[config.mk]
export PLATFORM = sky130hd
export DESIGN_NAME = cmd_router
export DESIGN_NICKNAME = d
export VERILOG_FILES = /design/src/rtl/cmd_router_pkg.sv /design/src/rtl/cru_decode.sv /design/src/rtl/cru_fanout.sv /design/src/rtl/cru_ctrl.sv /design/src/rtl/cmd_router.sv
export SDC_FILE = /design/constraint.sdc
export NUM_CORES = 1
export LEC_CHECK = 0
export ABC_AREA = 1
export BUFFER_PORTS_ARGS = -buffer_cell sky130_fd_sc_hd__buf_2
export CAP_MARGIN = 25
export CORE_AREA = 4 4 387 389
export CTS_CLUSTER_SIZE = 25
export DETAILED_ROUTE_END_ITERATION = 16
export DIE_AREA = 0 0 391 393
export HOLD_SLACK_MARGIN = 0.08
export PLACE_DENSITY = 0.3
export SLEW_MARGIN = 15
export SYNTH_ARGS = -nofsm -noshare
export SYNTH_HDL_FRONTEND = slang
export SYNTH_SLANG_ARGS = --single-unit
[constraint.sdc]
create_clock -name clk -period 3 [get_ports clk]
set_clock_uncertainty 0.2 [all_clocks]
set_input_delay 0.3 -clock clk [delete_from_list [all_inputs] [get_ports clk]]
set_output_delay 0.3 -clock clk [all_outputs]
set_load 0.02 [all_outputs]
[src/rtl/cmd_router_pkg.sv]
package cmd_router_pkg;

    parameter int XLEN   = 64;
    parameter int CMD_W  = 3;
    parameter int UNIT_W = 12;

    typedef logic [XLEN-1:0]   word_t;
    typedef logic [UNIT_W-1:0] unit_t;

    typedef enum logic [1:0] {
        ST_IDLE  = 2'd0,
        ST_ISSUE = 2'd1,
        ST_WAIT  = 2'd2,
        ST_RESP  = 2'd3
    } st_e;

    typedef enum logic [1:0] {
        MP_TRAP     = 2'b00,
        MP_ZERO     = 2'b01,
        MP_ONES     = 2'b10,
        MP_TRAP_ALT = 2'b11
    } miss_e;

    typedef struct packed {
        logic [CMD_W-1:0] cmd;
        word_t            src1;
        word_t            src2;
    } req_t;

    typedef struct packed {
        word_t data;
        logic  trap;
    } rsp_t;

    function automatic unit_t unit_of(word_t s);
        return s[UNIT_W-1:0];
    endfunction

    function automatic rsp_t miss_rsp(logic [1:0] pol);
        rsp_t r;
        case (pol)
            MP_ZERO: begin r.data = '0; r.trap = 1'b0; end
            MP_ONES: begin r.data = '1; r.trap = 1'b0; end
            default: begin r.data = '0; r.trap = 1'b1; end
        endcase
        return r;
    endfunction

endpackage

[src/rtl/cru_decode.sv]
module cru_decode
    import cmd_router_pkg::*;
#(
    parameter int N_DEV     = 4,
    parameter int UNIT_BASE = 1
) (
    input  unit_t            unit,
    output logic [N_DEV-1:0] hit_oh,
    output logic             hit
);
    localparam unit_t ZERO_UNIT = '0;

    for (genvar i = 0; i < N_DEV; i++) begin : g_match
        localparam unit_t OWN = UNIT_W'(UNIT_BASE + i);
        assign hit_oh[i] = (unit != ZERO_UNIT) && (unit == OWN);
    end

    assign hit = |hit_oh;

endmodule

[src/rtl/cru_fanout.sv]
module cru_fanout
    import cmd_router_pkg::*;
#(
    parameter int N_DEV = 4
) (
    input  logic                   issue,
    input  logic [N_DEV-1:0]       sel_oh,
    input  req_t                   req,
    input  logic [N_DEV-1:0]       dev_ready,
    input  logic [N_DEV*XLEN-1:0]  dev_result,
    input  logic [N_DEV-1:0]       dev_result_valid,
    output logic [N_DEV-1:0]       dev_valid,
    output logic [N_DEV*CMD_W-1:0] dev_cmd,
    output logic [N_DEV*XLEN-1:0]  dev_src1,
    output logic [N_DEV*XLEN-1:0]  dev_src2,
    output logic                   sel_ready,
    output word_t                  sel_result,
    output logic                   sel_result_valid
);
    for (genvar i = 0; i < N_DEV; i++) begin : g_port
        logic show;
        assign show = issue & sel_oh[i];
        assign dev_valid[i]                 = show;
        assign dev_cmd[i*CMD_W +: CMD_W]    = show ? req.cmd  : '0;
        assign dev_src1[i*XLEN +: XLEN]     = show ? req.src1 : '0;
        assign dev_src2[i*XLEN +: XLEN]     = show ? req.src2 : '0;
    end

    always_comb begin
        sel_ready        = 1'b0;
        sel_result       = '0;
        sel_result_valid = 1'b0;
        for (int i = 0; i < N_DEV; i++) begin
            if (sel_oh[i]) begin
                sel_ready        = sel_ready | dev_ready[i];
                sel_result       = sel_result | dev_result[i*XLEN +: XLEN];
                sel_result_valid = sel_result_valid | dev_result_valid[i];
            end
        end
    end

endmodule

[src/rtl/cru_ctrl.sv]
module cru_ctrl
    import cmd_router_pkg::*;
#(
    parameter int N_DEV = 4
) (
    input  logic             clk,
    input  logic             rst,
    input  logic [1:0]       miss_policy,
    input  logic             req_valid,
    output logic             req_ready,
    input  req_t             req_in,
    input  logic             hit,
    input  logic [N_DEV-1:0] hit_oh,
    input  logic             sel_ready,
    input  word_t            sel_result,
    input  logic             sel_result_valid,
    output logic             issue,
    output logic [N_DEV-1:0] sel_oh,
    output req_t             req_q,
    output logic             rsp_valid,
    output word_t            rsp_data,
    output logic             rsp_trap
);
    st_e  st;
    rsp_t rsp_q;
    logic accept;

    assign accept    = req_valid && (st == ST_IDLE);
    assign req_ready = (st == ST_IDLE);
    assign issue     = (st == ST_ISSUE);
    assign rsp_valid = (st == ST_RESP);
    assign rsp_data  = rsp_q.data;
    assign rsp_trap  = rsp_q.trap;

    always_ff @(posedge clk) begin
        if (rst) begin
            st     <= ST_IDLE;
            sel_oh <= '0;
            req_q  <= '0;
            rsp_q  <= '0;
        end else begin
            case (st)
                ST_IDLE: if (req_valid) begin
                    req_q <= req_in;
                    if (hit) begin
                        sel_oh <= hit_oh;
                        st     <= ST_ISSUE;
                    end else begin
                        rsp_q <= miss_rsp(miss_policy);
                        st    <= ST_RESP;
                    end
                end
                ST_ISSUE: if (sel_ready) st <= ST_WAIT;
                ST_WAIT: if (sel_result_valid) begin
                    rsp_q <= '{data: sel_result, trap: 1'b0};
                    st    <= ST_RESP;
                end
                default: begin
                    sel_oh <= '0;
                    st     <= ST_IDLE;
                end
            endcase
        end
    end

    // a miss answers in the next cycle
    a_r9_miss_next_cycle: assert property (@(posedge clk) disable iff (rst)
        (accept && !hit) |=> rsp_valid);

    // trap policies fault with zero data
    a_r6_trap_policy: assert property (@(posedge clk) disable iff (rst)
        (accept && !hit && (miss_policy == MP_TRAP || miss_policy == MP_TRAP_ALT))
        |=> (rsp_trap && rsp_data == '0));

    // quiet policies never trap
    a_r8_zero_fallback: assert property (@(posedge clk) disable iff (rst)
        (accept && !hit && miss_policy == MP_ZERO) |=> (!rsp_trap && rsp_data == '0));
    a_r8_ones_fallback: assert property (@(posedge clk) disable iff (rst)
        (accept && !hit && miss_policy == MP_ONES) |=> (!rsp_trap && rsp_data == '1));

    // device result is returned one cycle later
    a_r5_result_return: assert property (@(posedge clk) disable iff (rst)
        (st == ST_WAIT && sel_result_valid)
        |=> (rsp_valid && !rsp_trap && rsp_data == $past(sel_result)));

    // one response cycle per request, no new request meanwhile
    a_r10_single_rsp: assert property (@(posedge clk) disable iff (rst)
        rsp_valid |=> !rsp_valid);
    a_r10_busy_not_ready: assert property (@(posedge clk) disable iff (rst)
        (accept && hit) |=> !req_ready);

    // idle without a request stays quiet
    a_r11_idle_quiet: assert property (@(posedge clk) disable iff (rst)
        (st == ST_IDLE && !req_valid) |=> !rsp_valid);

endmodule

[src/rtl/cmd_router.sv]
module cmd_router
    import cmd_router_pkg::*;
#(
    parameter int N_DEV     = 4,
    parameter int UNIT_BASE = 1
) (
    input  logic                   clk,
    input  logic                   rst,
    input  logic [1:0]             miss_policy,
    input  logic                   req_valid,
    output logic                   req_ready,
    input  logic [CMD_W-1:0]       req_cmd,
    input  logic [XLEN-1:0]        req_src1,
    input  logic [XLEN-1:0]        req_src2,
    output logic                   rsp_valid,
    output logic [XLEN-1:0]        rsp_data,
    output logic                   rsp_trap,
    output logic [N_DEV-1:0]       dev_valid,
    input  logic [N_DEV-1:0]       dev_ready,
    output logic [N_DEV*CMD_W-1:0] dev_cmd,
    output logic [N_DEV*XLEN-1:0]  dev_src1,
    output logic [N_DEV*XLEN-1:0]  dev_src2,
    input  logic [N_DEV*XLEN-1:0]  dev_result,
    input  logic [N_DEV-1:0]       dev_result_valid
);
    req_t             req_in;
    req_t             req_q;
    logic [N_DEV-1:0] hit_oh;
    logic [N_DEV-1:0] sel_oh;
    logic             hit;
    logic             issue;
    logic             sel_ready;
    word_t            sel_result;
    logic             sel_result_valid;

    assign req_in = '{cmd: req_cmd, src1: req_src1, src2: req_src2};

    cru_decode #(.N_DEV(N_DEV), .UNIT_BASE(UNIT_BASE)) u_decode (
        .unit   (unit_of(req_src1)),
        .hit_oh (hit_oh),
        .hit    (hit)
    );

    cru_ctrl #(.N_DEV(N_DEV)) u_ctrl (
        .clk              (clk),
        .rst              (rst),
        .miss_policy      (miss_policy),
        .req_valid        (req_valid),
        .req_ready        (req_ready),
        .req_in           (req_in),
        .hit              (hit),
        .hit_oh           (hit_oh),
        .sel_ready        (sel_ready),
        .sel_result       (sel_result),
        .sel_result_valid (sel_result_valid),
        .issue            (issue),
        .sel_oh           (sel_oh),
        .req_q            (req_q),
        .rsp_valid        (rsp_valid),
        .rsp_data         (rsp_data),
        .rsp_trap         (rsp_trap)
    );

    cru_fanout #(.N_DEV(N_DEV)) u_fanout (
        .issue            (issue),
        .sel_oh           (sel_oh),
        .req              (req_q),
        .dev_ready        (dev_ready),
        .dev_result       (dev_result),
        .dev_result_valid (dev_result_valid),
        .dev_valid        (dev_valid),
        .dev_cmd          (dev_cmd),
        .dev_src1         (dev_src1),
        .dev_src2         (dev_src2),
        .sel_ready        (sel_ready),
        .sel_result       (sel_result),
        .sel_result_valid (sel_result_valid)
    );

    // at most one device is offered a request
    a_r3_one_target: assert property (@(posedge clk) disable iff (rst)
        $onehot0(dev_valid));

    // offer held until accepted
    a_r4_hold_offer: assert property (@(posedge clk) disable iff (rst)
        (|(dev_valid & ~dev_ready))
        |=> (dev_valid == $past(dev_valid) && $stable(dev_cmd)
             && $stable(dev_src1) && $stable(dev_src2)));

    // reserved unit never reaches a device
    a_r6_zero_unit_blocked: assert property (@(posedge clk) disable iff (rst)
        (req_valid && req_ready && unit_of(req_src1) == '0) |=> (dev_valid == '0));

endmodule

==> results by group <==
Clocking
  • CTS H-tree lvls: 1
  • Clock root buffer: clkbuf_16
  • TritonCTS Buffers: 31
  • Post-CTS setup buffers: 0
  • CTS sink count: between 200 and 250
  • CTS Buffer Depth: 3
  • CTS tree: built
  • Reg clk slew, reported paths: 60 ps
  • Skew-Pair Late Insertion Delay: 620 ps

Critical path
  • Startpoint types: primary input
  • Crit-path max cell delay: between 500 and 600 ps
  • CP max FO: 6
  • Worst Setup End Kind: flip-flop
  • Worst R2R Setup Slack: ~300 ps
  • Worst-path cell chain: dlygate4sd3_1 -> buf_2 -> nor2_1 -> dlygate4sd3_1 -> nand2_1 -> nor2_4 -> nand2_1 -> nand3_1 -> nand3_1 -> nand2_1 -> a21oi_1 -> dlygate4sd3_1
  • Crit Path Class: primary input to flip-flop
  • CP max stage cell: dlygate4sd3_1
  • Worst EP required: about 3300 ps
  • CP Data Arrival Time: 3080 ps

Synth
  • Synth Instances: roughly 2200
  • Synth cell count leaders: 629 x nor2_1, 417 x nand2_1, 213 x inv_1
  • Asr flop ratio synth: 0%
  • Synth top area cells: dfxtp_1 32%, nor2_1 19%, nand2_1 12%
  • Synth Warn #: 0
  • Most numerous cell in the Yosys netlist: nor2_1
  • Mapped Area: 0.0125 mm2
  • Post-Syn Area per Cell: 5.80 um2
  • Count of flip-flops with a built-in enable after synthesis: 0
  • Cell taking the most area after synthesis: dfxtp_1
  • Primary FF master, synth: dfxtp_1
  • Seq cells post-synth: 202
  • Seq/Total Area, Yosys: 32.2%
  • Syn Nets: 2569
  • Unique masters post-synth: 23
  • Area share of the largest cell type after synthesis: 32.2%

Place
  • Number of buffers added on ports: 994
  • Setup WS pre-CTS: 442 ps
  • HPWL Detailed: 84.2 mm
  • Gpl congestion: between 0.7 and 0.8
  • DP Area: 0.0199 mm2

Detailed routing
  • Vias post-DR: 18248
  • TritonRoute pass-1 iters: 5
  • Antenna Nets Post-Route: 0
  • Per-cell routed wire length: approximately 20 um
  • Initial DRC count: 725
  • Final wirelength: 103 mm
  • Vias per cell: 3.44
  • DRC violations left: 0

Timing
  • Final Hold Viols: 0
  • Hold WS: 91.8 ps
  • Final worst slack: 235 ps
  • Period utilization: 92.2%
  • Tmin final: 2770 ps
  • Max_slew headroom: 58.1%
  • Unrepaired setup endpoints after global routing: no
  • Slew Limit Fails: 0
  • Tightest Pin Transition: 628 ps
  • Achievable Freq: 0.362 GHz
  • Final setup TNS: 0 ps
  • Final setup viols: 0

Pwr
  • Tot Pwr: about 13 mW
  • Reg power frac: 28.7%
  • Switching part of the total: 43.7%
  • Clock share of power: ~29%
  • VDD IR max: 0.456 mV
  • Internal Pwr Total: 7.37 mW
  • Static leakage: 11.9 nW
  • Power density over the cells: between 500 and 600 mW/mm2
  • Comb pwr share: 42.6%
  • Sw Pwr: 5.74 mW

Flow run
  • Max capacitance violation total: 0

Global routing
  • Total GRT Usage: 12.5%
  • Initial antenna violation count: 19
  • Number of global-route vias before repair: around 18000
  • First-pass GRT wire length: 138 mm
  • Largest net degree at the start of global routing: 83
  • Total grt overflow: 0

Finish
  • Area delta synth->final: 88.3%
  • Fin area: 0.0236 mm2
  • Nets: ~3700
  • Fillers: 17328
  • Layout cells sized above 1: about a third

Floorplan
  • Die Ht: between 300 and 400 um
  • Width of the chip: a little under 400 um
  • # IOs: a little under 1000
  • # rows: roughly 140
  • Core box area: 0.147 mm2
  • Die Area: between 0.15 and 0.2 mm2
  • Starting Density: 8.55%

Min path
  • Class of the tightest hold or removal check: primary input to flip-flop

Status
  • Outcome: finished, final reports clean
critical path, delay by kind of cell:
kind / cells / cell delay [ps]
buffers and inverters: 4 / 1790
and+or+nand+nor: 7 / 930
AOI/OAI and AO/OA: 1 / 60
through the flow:
step	utilization, %	instances
finish	16.1	5298
global route	16.1	5295
CTS	16.1	5292
detailed placement	13.6	4978
global placement	13.6	4978
floorplan	-	2164
repair_timing:
| item | in CTS | in global routing |
|---|---|---|
| hold buffers | 259 | 0 |
| endpoints found under the hold margin | 195 | 0 |
| gates resized for setup | 4 | 2 |
| setup endpoints to repair | 315 | 1 |
power groups by stage:
stage	Combinational, mW	Sequential (mW)	Clock (mW)
floorplan	2.84	4.10	0
global placement	5.53	3.82	0
detailed placement	5.55	3.81	0
CTS	5.86	3.76	4.00
global route	6.22	3.84	4.09
finish	5.59	3.76	3.76
final timing paths:
kind,startpoint,endpoint,cells past startpoint
setup / recovery,req_src1[10],u_ctrl.sel_oh[3],12
hold / removal,dev_result[224],u_ctrl.rsp_data[32],7
setup reg to reg,u_ctrl.sel_oh[0],u_ctrl.rsp_data[43],10
hold reg to reg,u_ctrl.rsp_data[38],u_ctrl.rsp_data[38],2
logic make-up after synthesis:
group	Yosys count	synth area share (%)
AND/OR/NAND/NOR	1229	40.4
flip-flops	202	32.2
adder cells (fa/ha/maj)	5	0.499
buffers and inverters	392	13.5
AO/OA/AOI/OAI	336	13.4
cell usage in the layout, fill, tap and decap left out:
cell,instances
bufinv_16,3
inv_2,1
clkbuf_16,32
clkinv_2,6
nand2_4,3
clkinv_4,1
buf_2,991
inv_4,1
buf_4,47
dfxtp_1,198
clkinvlp_4,3
dfxtp_4,4
nor2_4,22
inv_16,1
inv_8,1
nor2_2,20
nand2_8,3
nand3_1,122
clkbuf_1,7
ha_1,3
and2_1,2
dlygate4sd3_1,259
nand2_2,1
clkbuf_8,2
inv_1,212
nand2_1,412
diode_2,6
nand4_1,4
ha_4,2
nor3_4,1
buf_12,22
nand3_2,10
a21oi_1,202
o21ai_0,133
buf_16,1
o21ai_2,1
nor2_1,629
layout make-up:
| type | count | area [um2] | share of cell area, % |
|---|---|---|---|
| diodes | 6 | 15.0 | 0.0636 |
| clock buffers | 41 | 855 | 3.62 |
| clock inverters | 14 | 171 | 0.726 |
| inverters | 215 | 817 | 3.46 |
| multi-input cells | 1570 | 6920 | 29.3 |
| flip-flops and latches | 202 | 4060 | 17.2 |
| well taps | 1930 | 2410 | 10.2 |
| repair buffers | 1320 | 8370 | 35.4 |
state kept, by name, indices dropped and copies added (netlist names):
signal / cells
u_ctrl.st: 2
u_ctrl.rsp_data: 64
u_ctrl.req_q: 131
u_ctrl.sel_oh: 4
u_ctrl.rsp_trap: 1
per-layer routing:
layer	wire [um]	GRT usage [%]
met5	35	0
met4	2430	3.02
met3	7380	3.25
met2	52600	23.0
met1	41100	14.4
Power figures use the tool's default switching activity.
